[src/rtl/spdr_pkg.sv]
package spdr_pkg;

    // Mode table shape
    localparam int NUM_MODES    = 7;
    localparam int NUM_THR      = NUM_MODES - 1;
    localparam int MODE_W       = 3;
    localparam logic [MODE_W-1:0] MODE_NONE = 3'd7;

    // Field widths
    localparam int WORD_W       = 32;
    localparam int TIMER_W      = 8;
    localparam int THR_W        = 10;
    localparam int WIDTH_W      = 10;
    localparam int IRQ_W        = 8;
    localparam int IRQ_MODE_BIT = 2;

    // Packing of the per-mode words
    localparam int TMR_PER_WORD = WORD_W / TIMER_W;
    localparam int THR_PER_WORD = WORD_W / THR_W;
    localparam int TMR_WORDS    = (NUM_MODES + TMR_PER_WORD - 1) / TMR_PER_WORD;
    localparam int THR_WORDS    = (NUM_THR + THR_PER_WORD - 1) / THR_PER_WORD;
    localparam int TMR_BANK_W   = TMR_WORDS * WORD_W;
    localparam int THR_BANK_W   = THR_WORDS * WORD_W;
    localparam int TMR_SPARE    = TMR_WORDS * TMR_PER_WORD - NUM_MODES;
    localparam int THR_PAD      = WORD_W - THR_PER_WORD * THR_W;

    typedef logic [MODE_W-1:0]  mode_t;
    typedef logic [WIDTH_W-1:0] width_t;

    localparam width_t WIDTH_MAX = '1;

    typedef enum logic {
        MEAS_TIMER_MATCH = 1'b0,
        MEAS_MIN_EDGE    = 1'b1
    } meas_sel_e;

    typedef struct packed {
        logic   valid;
        width_t min_w;
        width_t max_w;
    } win_meas_t;

    // Bit position of entry idx inside a bank; lowest index in the top slot
    function automatic int slot_lsb(input int idx, input int per_word, input int field_w);
        return WORD_W * (idx / per_word) + field_w * (per_word - 1 - (idx % per_word));
    endfunction

endpackage

[src/rtl/spdr_window_timer.sv]
module spdr_window_timer
    import spdr_pkg::*;
#(
    parameter int WIN_W = 20
) (
    input  logic             clk,
    input  logic             rst,
    input  logic             run,
    input  logic [WIN_W-1:0] len,
    output logic             tick
);

    logic [WIN_W-1:0] cnt_q;
    logic [WIN_W:0]   cnt_next;

    assign cnt_next = {1'b0, cnt_q} + 1'b1;
    assign tick     = run && (cnt_next >= {1'b0, len});

    always_ff @(posedge clk) begin
        if (rst || !run) begin
            cnt_q <= '0;
        end else if (tick) begin
            cnt_q <= '0;
        end else begin
            cnt_q <= cnt_next[WIN_W-1:0];
        end
    end

endmodule

[src/rtl/spdr_edge_meter.sv]
module spdr_edge_meter
    import spdr_pkg::*;
(
    input  logic      clk,
    input  logic      rst,
    input  logic      run,
    input  logic      sin,
    input  logic      tick,
    output win_meas_t fin
);

    localparam win_meas_t EMPTY = '{valid: 1'b0, min_w: WIDTH_MAX, max_w: '0};

    logic      sin_q;
    logic      armed_q;
    width_t    since_q;
    win_meas_t acc_q;
    logic      edge_seen;
    logic      got;
    width_t    gap;

    assign edge_seen = sin ^ sin_q;
    assign got       = edge_seen & armed_q;
    assign gap       = (since_q == WIDTH_MAX) ? WIDTH_MAX : since_q + 1'b1;

    // Window result including a gap that completes in this very cycle
    always_comb begin
        fin = acc_q;
        if (got) begin
            fin.valid = 1'b1;
            if (!acc_q.valid || gap < acc_q.min_w) fin.min_w = gap;
            if (!acc_q.valid || gap > acc_q.max_w) fin.max_w = gap;
        end
    end

    always_ff @(posedge clk) begin
        if (rst || !run) begin
            sin_q   <= sin;
            armed_q <= 1'b0;
            since_q <= '0;
            acc_q   <= EMPTY;
        end else begin
            sin_q <= sin;
            if (edge_seen) begin
                armed_q <= 1'b1;
                since_q <= '0;
            end else if (since_q != WIDTH_MAX) begin
                since_q <= since_q + 1'b1;
            end
            acc_q <= tick ? EMPTY : fin;
        end
    end

endmodule

[src/rtl/spdr_mode_decider.sv]
module spdr_mode_decider
    import spdr_pkg::*;
(
    input  meas_sel_e               sel,
    input  logic                    valid,
    input  width_t                  min_w,
    input  logic [TMR_BANK_W-1:0]   timer_bank,
    input  logic [THR_BANK_W-1:0]   thresh_bank,
    output mode_t                   mode
);

    logic [TIMER_W-1:0] tmr [NUM_MODES];
    logic [THR_W-1:0]   thr [NUM_THR];
    logic [WIDTH_W:0]   twice;
    mode_t              by_thr;
    mode_t              by_tmr;

    genvar gi;
    generate
        for (gi = 0; gi < NUM_MODES; gi++) begin : g_tmr
            assign tmr[gi] = timer_bank[slot_lsb(gi, TMR_PER_WORD, TIMER_W) +: TIMER_W];
        end
        for (gi = 0; gi < NUM_THR; gi++) begin : g_thr
            assign thr[gi] = thresh_bank[slot_lsb(gi, THR_PER_WORD, THR_W) +: THR_W];
        end
        if (TMR_SPARE > 0) begin : g_tmr_spare
            logic unused_tmr_slots;
            assign unused_tmr_slots = ^timer_bank[WORD_W*(TMR_WORDS-1) +: TIMER_W*TMR_SPARE];
        end
        if (THR_PAD > 0) begin : g_thr_pad
            logic [THR_WORDS-1:0] unused_thr_pad;
            for (gi = 0; gi < THR_WORDS; gi++) begin : g_word
                assign unused_thr_pad[gi] = ^thresh_bank[WORD_W*gi + THR_PER_WORD*THR_W +: THR_PAD];
            end
        end
    endgenerate

    assign twice = {min_w, 1'b0};

    always_comb begin
        by_thr = '0;
        for (int i = 0; i < NUM_THR; i++) begin
            if (twice < {1'b0, thr[i]}) by_thr = mode_t'(i + 1);
        end
        by_tmr = MODE_NONE;
        for (int i = 0; i < NUM_MODES; i++) begin
            if (min_w <= width_t'(tmr[i])) by_tmr = mode_t'(i);
        end
    end

    assign mode = !valid ? MODE_NONE : ((sel == MEAS_MIN_EDGE) ? by_thr : by_tmr);

endmodule

[src/rtl/spdr_rate_classifier.sv]
module spdr_rate_classifier
    import spdr_pkg::*;
#(
    parameter int WIN_W = 20
) (
    input  logic                  clk,
    input  logic                  rst,
    input  logic                  enable,
    input  logic                  sin,
    input  logic                  width_sel,
    input  logic [WIN_W-1:0]      window_len,
    input  logic [TMR_BANK_W-1:0] timer_bank,
    input  logic [THR_BANK_W-1:0] thresh_bank,
    input  logic [IRQ_W-1:0]      irq_mask,
    input  logic [IRQ_W-1:0]      irq_clear,
    output logic [MODE_W-1:0]     mode_out,
    output logic [WIDTH_W-1:0]    max_width,
    output logic [IRQ_W-1:0]      irq_status,
    output logic                  irq
);

    logic             win_tick;
    win_meas_t        fin;
    mode_t            next_mode;
    mode_t            mode_q;
    width_t           maxw_q;
    logic [IRQ_W-1:0] stat_q;
    logic [IRQ_W-1:0] set_vec;
    logic             change;

    spdr_window_timer #(.WIN_W(WIN_W)) u_timer (
        .clk  (clk),
        .rst  (rst),
        .run  (enable),
        .len  (window_len),
        .tick (win_tick)
    );

    spdr_edge_meter u_meter (
        .clk  (clk),
        .rst  (rst),
        .run  (enable),
        .sin  (sin),
        .tick (win_tick),
        .fin  (fin)
    );

    spdr_mode_decider u_decide (
        .sel         (meas_sel_e'(width_sel)),
        .valid       (fin.valid),
        .min_w       (fin.min_w),
        .timer_bank  (timer_bank),
        .thresh_bank (thresh_bank),
        .mode        (next_mode)
    );

    assign change  = win_tick && (next_mode != mode_q);
    assign set_vec = change ? (IRQ_W'(1) << IRQ_MODE_BIT) : '0;

    always_ff @(posedge clk) begin
        if (rst || !enable) begin
            mode_q <= MODE_NONE;
            maxw_q <= '0;
            stat_q <= '0;
        end else begin
            if (win_tick) begin
                mode_q <= next_mode;
                maxw_q <= fin.valid ? fin.max_w : '0;
            end
            stat_q <= (stat_q & ~irq_clear) | set_vec;
        end
    end

    assign mode_out   = mode_q;
    assign max_width  = maxw_q;
    assign irq_status = stat_q;
    assign irq        = |(stat_q & irq_mask);

endmodule

[config.mk]
export PLATFORM = sky130hd
export DESIGN_NAME = spdr_rate_classifier
export DESIGN_NICKNAME = d
export VERILOG_FILES = /design/src/rtl/spdr_pkg.sv /design/src/rtl/spdr_window_timer.sv /design/src/rtl/spdr_edge_meter.sv /design/src/rtl/spdr_mode_decider.sv /design/src/rtl/spdr_rate_classifier.sv
export SDC_FILE = /design/constraint.sdc
export NUM_CORES = 1
export LEC_CHECK = 0
export BUFFER_PORTS_ARGS = -buffer_cell sky130_fd_sc_hd__clkbuf_2
export CORE_AREA = 5 5 118 120
export CTS_BUF_LIST = sky130_fd_sc_hd__clkbuf_16
export DETAILED_ROUTE_END_ITERATION = 12
export DIE_AREA = 0 0 123 125
export HOLD_SLACK_MARGIN = 0.12
export PLACE_DENSITY_LB_ADDON = 0.05
export SLEW_MARGIN = 5
export SYNTH_ARGS = -nofsm -noshare
export SYNTH_HDL_FRONTEND = slang
export SYNTH_SLANG_ARGS = --single-unit
[constraint.sdc]
create_clock -name clk -period 13.09 [get_ports clk]
set_input_delay 1.309 -clock clk [delete_from_list [all_inputs] [get_ports clk]]
set_output_delay 1.309 -clock clk [all_outputs]
set_load 0.005 [all_outputs]
# Yosys cells after proc, flatten, opt, wreduce, memory -nomap -nowiden
# Cells that the tools add are included.
word_totals:
  regBits: 74
  latchBits: 0
  mem_bits_rw: 0
  rom_bits: 0
  output_inout_bits: 22
  memories: 0
op_classes:
  add_sub_neg: 2
  multipliers: 0
  n_div: 0
  order_cmp: 16
  n_eq_ne: 3
  shifts: 0
  n_mux: 21
  bitwise: 6
  n_reduce_logical: 10
op_table:
  columns: ["operator", "count"]
  rows:
  - ["$le A10 B8 Y1", 7]
  - ["$lt A11 B10 Y1", 6]
  - ["$mux W3", 15]
  - ["$mux W10", 4]
  - ["$add A20 B1 Y21 const B", 1]
  - ["$ge A21 B20 Y1", 1]
  - ["$mux W21", 1]
  - ["$and A8 B8 Y8", 2]
  - ["$add A10 B1 Y10 const B", 1]
  - ["$eq A10 B10 Y1 const B", 1]
  - ["$gt A10 B10 Y1", 1]
  - ["$lt A10 B10 Y1", 1]
  - ["$ne A10 B10 Y1 const B", 1]
  - ["$not A8 Y8", 1]
  - ["$or A8 B3 Y8", 1]
  - ["$reduce_or A8 Y1", 1]
  - ["$reduce_or A2 Y1", 2]
  - ["$logic_or A1 B1 Y1", 3]
  - ["$ne A3 B3 Y1", 1]
  - ["$logic_and A1 B1 Y1", 2]
  - ["$logic_not A1 Y1", 2]
  - ["$and A1 B1 Y1", 1]
  - ["$mux W1", 1]
  - ["$xor A1 B1 Y1", 1]

# Longest topological paths before layout
logic_depth:
  word_depth: 20
  depth_mapped: 25
  depth_no_buf: 23

# By module
# From an unflattened synthesis, not the netlist that was laid out.
hier_totals:
  hier_cells: 947
  area_unflattened_um2: 7533.5
by_module_without_submodules:
  columns: ["mod", "n_inst", "cells_each", "area_each_um2", "seq_area_each_um2"]
  rows:
  - ["spdr_mode_decider", 1, 404, 2977.9, 0.0]
  - ["spdr_edge_meter", 1, 263, 2097.0, 660.6]
  - ["spdr_window_timer", 1, 199, 1590.3, 400.4]
  - ["spdr_rate_classifier", 1, 81, 868.3, 420.4]

# Worst setup path after synthesis
# OpenSTA, ideal clock, no wires.
synth_timing:
  path_type: "flip-flop to flip-flop"
  from: "register u_meter.since_q[0]"
  to: "register stat_q[2] (netlist: irq_status[2])"
  t_arrival_ns: 5.622
  slack_ns: 7.340
  stages_incl_launch_ff: 24
  n_path_buf: 2
  period_less_slack_ns: 5.750
  path_cell_list: "dfxtp_1 -> ha_1 -> and4_1 -> buf_4 -> nand4_1 -> mux2_2 -> ha_1 -> and3_1 -> nor2b_1 -> a211oi_1 -> nand2_1 -> clkbuf_1 -> a21oi_1 -> inv_1 -> ha_1 -> nor2b_1 -> o211ai_1 -> a2111oi_0 -> o22ai_1 -> or2_2 -> o311ai_2 -> xnor2_1 -> a2111oi_2 -> a31oi_1"
synth_rtl:
  columns: ["element", "line_no", "rtl"]
  rows:
  - ["start: declaration", "spdr_edge_meter.sv:16", "width_t since_q;"]
  - ["start signal: assignment", "spdr_edge_meter.sv:48", "since_q <= since_q + 1'b1;"]
  - ["end signal: assignment", "spdr_rate_classifier.sv:70", "stat_q <= (stat_q & ~irq_clear) | set_vec;"]
  - ["end: declaration", "spdr_rate_classifier.sv:27", "logic [IRQ_W-1:0] stat_q;"]

==> metrics.csv <==
stage,metric,value,unit
synth,post-synth top area share,27.1,%
power,Switching Fraction,29.0,%
sta,setup TNS,0,ns
detailed_routing,Detailed Routing Iterations Pass 1,4,
worst_setup_path,critical path launch point,u_meter.since_q[0],
clocking,H-tree levels,3,
worst_setup_path,CP most frequent cell,ha_1,
floorplanning,die width,123,microns
worst_setup_path,CP max stage delay,0.75,ns
layout,Final Core Density,65.4,%
synth,count of cell types in the netlist,61,
floorplanning,# rows,42,
global_route,GRT Overall Usage,22.7,%
synth,Mapped Cells,887,
synth,Seq cells post-synth,74,
power,Internal,448,uW
synth,Synth Cell Area,6980,sq um
detailed_routing,DR iter-0 viols,298,
sta,Tmin final,6.56,ns
synth,"Seq/Total Area, Yosys",21.2,%
layout,register area,1480,sq um
sta,final setup vio count,0,
worst_setup_path,R2R Path End,irq_status[2],
synth,Yosys top cell by area,ha_1,
layout,layout cell share with drive strength beyond 1,20.1,%
detailed_routing,total wire length,17.0,mm
clocking,worst-case clock buffer depth,2,
worst_setup_path,CP Cell Sequence,"ha_1, and4_1, nand4_1, mux2_2, ha_1, and3_1, nor2b_1, a211oi_1, nand2_1, mux2_1, ha_1, nand4_1, a2111oi_0, o22ai_1, or2_2, o311ai_2, xnor2_1, a2111oi_2, a31oi_1",
clocking,postcts setup bufs,0,
detailed_routing,drt drc,0,
synth,fraction of registers with async set/reset,0,%
worst_setup_path,critical path endpoint category,flip-flop,
placed_design,Routability Congestion,0.864,
sta,worst slew pin tran,0.932,ns
worst_setup_path,WP data arrival,6.78,ns
sta,final slew viol count,0,
power,Comb power frac,24.8,%
flow_run,Max Cap Viol,0,
synth,Ys Warns,0,
synth,Synth Net Count,1207,
synth,main flop type after synthesis,dfxtp_1,
global_route,vias in the first global route,6444,
placed_design,Port-buffer cells,178,
sta,Fmax,152,MHz
layout,Multi-input gate area,4870,sq um
global_route,initial antenna violation count,0,
detailed_routing,DRT antenna net count,0,
detailed_routing,vias per cell,5.23,
layout,# fillers,1201,
clocking,post_cts resized,0,
floorplanning,total die area,15400,sq um
synth,largest cells by area after synthesis,"ha_1 (27%), dfxtp_1 (21%), inv_1 (8.3%)",
outcome,status,"finished, final reports clean",
sta,final setup skew,0.00785,ns
clocking,CTS tree,built,
worst_setup_path,Startpoint Class,flip-flop,
sta,slew margin rel.,36.2,%
power,sequential power share,36.2,%
floorplanning,Core Region,12900,sq um
sta,"Hold Vio Cnt, Final",0,
worst_setup_path,reg2reg start,u_meter.since_q[0],
hold_path,Hold EP,u_meter.acc_q[8],
worst_setup_path,worst setup path class,reg -> reg,
floorplanning,Ports,191,
layout,Post-layout nets,1394,
power,Max VDD drop,0.0517,mV
detailed_routing,via count,6567,
layout,Area Overhead vs Synth,20.5,%
layout,ANT cells,0,
floorplanning,Starting Density,54.2,%
power,Lkg Pwr,4.47,nW
clocking,Worst-Skew Late Latency,0.33,ns
placed_design,Final HPWL DP,14.2,mm
clocking,"CTS clk-pin slew, worst paths",0.06,ns
sta,period utilization,50.1,%
hold_path,Hold Startpoint,u_meter.acc_q[8],
synth,syn_area_per_cell,7.87,sq um
hold_path,Worst Hold Path Cells,2,
clocking,Num CTS Buffers,9,
clocking,Sink Count,74,
synth,Post-synth EDFFs,0,
global_route,total grt overflow,0,
clocking,# hold bufs at CTS,0,
global_route,first-pass GRT wire length,29.0,mm
floorplanning,Die Y,125,microns
power,sw power,183,uW
worst_setup_path,r2r setup slk,6.53,ns
hold_path,HP Class,reg -> reg,
worst_setup_path,critical path peak fanout,15,
clocking,CTS root buf,clkbuf_16,
worst_setup_path,Worst R2R Path Depth,19,
sta,RSZ-0062 raised after global routing,no,
power,Clk network pwr share,39.0,%
global_route,pin count of the biggest net entering global routing,28,
worst_setup_path,critical path's slowest cell,a2111oi_0,
power,pwr dens,74.9,nW/um^2
detailed_routing,Routed wire per std cell,13.5,microns
worst_setup_path,CP required,13.31,ns
## synth_stat cells, types with 3 or more instances
cell type    n
and3_1      18
nand2_1     62
a211oi_1     3
and4_1       8
clkbuf_1     9
nor3_1      10
inv_1      154
or2_2        4
ha_1       151
nand3_1     24
a31oi_1     10
mux2_2       3
a21o_1      10
nand2b_1     9
o21ai_0     16
and2_1       4
o21ai_1     18
a311oi_1     7
o2111ai_1    3
a211o_1      5
nor2b_1     37
o22ai_1      5
o211ai_1    11
xor2_1       9
nor3b_1      7
dfxtp_1     74
nor2_1      49
xnor2_1     14
or2_1        8
a22oi_1      7
a21oi_1     67
o21a_1      13
nand4_1     23
## through the flow
step | instance area [sq um] | cells | hold WS (ns) | power (mW) | setup slack, ns
2_1_floorplan | 6980 | 887 | 0.445 | 0.335 | 7.34
6_report | 8420 | 1255 | 0.471 | 0.630 | 6.53
4_1_cts | 8420 | 1255 | 0.469 | 0.636 | 6.51
5_1_grt | 8420 | 1255 | 0.500 | 0.671 | 5.95
3_5_place_dp | 8120 | 1239 | 0.462 | 0.390 | 6.54
3_3_place_gp | 8120 | 1239 | 0.457 | 0.387 | 6.63
## sequential cells by signal, summed over array words and instances, names as in the netlist
name             flops
irq_status           8
u_meter.armed_q      1
u_meter.since_q     10
u_meter.sin_q        1
max_width           10
u_meter.acc_q       21
u_timer.cnt_q       20
mode_out             3
## power groups by stage
stage | logic (mW) | clock network (mW) | registers (mW)
floorplan | 0.102 | 0 | 0.233
global placement | 0.154 | 0 | 0.233
detailed placement | 0.156 | 0 | 0.233
CTS | 0.157 | 0.250 | 0.228
global route | 0.182 | 0.260 | 0.229
finish | 0.156 | 0.246 | 0.229
## cell usage in the layout, fill, tap and decap left out, types with 3 or more instances in the layout
cell,instances
a21oi_1,67
a211oi_1,3
or2_1,8
o211ai_1,11
nor3b_1,7
and4_1,8
inv_1,154
buf_4,9
and2_1,4
nor2b_1,37
a22oi_1,7
nand2b_1,9
nand4_1,23
a31oi_1,10
clkbuf_16,9
o21ai_0,16
nand2_1,62
a21o_1,10
a211o_1,5
ha_1,151
and3_1,18
a311oi_1,7
o21a_1,13
nor3_1,10
or2_2,4
o22ai_1,5
o21ai_1,18
nand3_1,24
xor2_1,9
nor2_1,49
dfxtp_1,74
mux2_2,3
xnor2_1,14
clkbuf_2,178
o2111ai_1,3
## critical path, delay by kind of cell (launching register included)
kind	cells	cell delay (ns)
AO/OA/AOI/OAI	6	1.97
flip-flops	1	0.39
XOR/XNOR	1	0.13
adder cells (fa/ha/maj)	3	0.99
multiplexers	2	1.10
AND/OR/NAND/NOR	7	1.83
## logic make-up after synthesis
family	synth area share (%)
compound gates	18.7
xor+xnor	2.88
fa+ha+maj	27.1
buf+inv	8.99
flops	21.2
mux	1.09
simple gates	20.0
## metal layers
metal | wire (microns) | part of all wire, % | GRT usage (%) | vias up
met3 | 795 | 4.7 | 2.94 | 16
met2 | 8030 | 47 | 38.6 | 145
li1 | - | - | - | 3493
met5 | 0 | 0 | 0 | -
met4 | 250 | 1.5 | 6.38 | 0
met1 | 7920 | 47 | 30.2 | 2913
## area by class of cell
type	instances	share of cell area, %
Clock inverter	7	0.907
Inverter	155	6.91
Clock buffer	9	2.68
Sequential cell	74	17.6
Tap cell	176	2.62
Multi-Input combinational cell	647	57.9
Timing Repair Buffer	187	11.4
## worst max-delay path by stage
| stage | end |
|---|---|
| after floorplan | irq_status[2] |
| after detailed placement | irq_status[2] |
| after global routing | irq_status[2] |
| after global placement | irq_status[2] |
| after CTS | irq_status[2] |
| final | irq_status[2] |
Note: power is estimated with default switching activity, not from simulation.
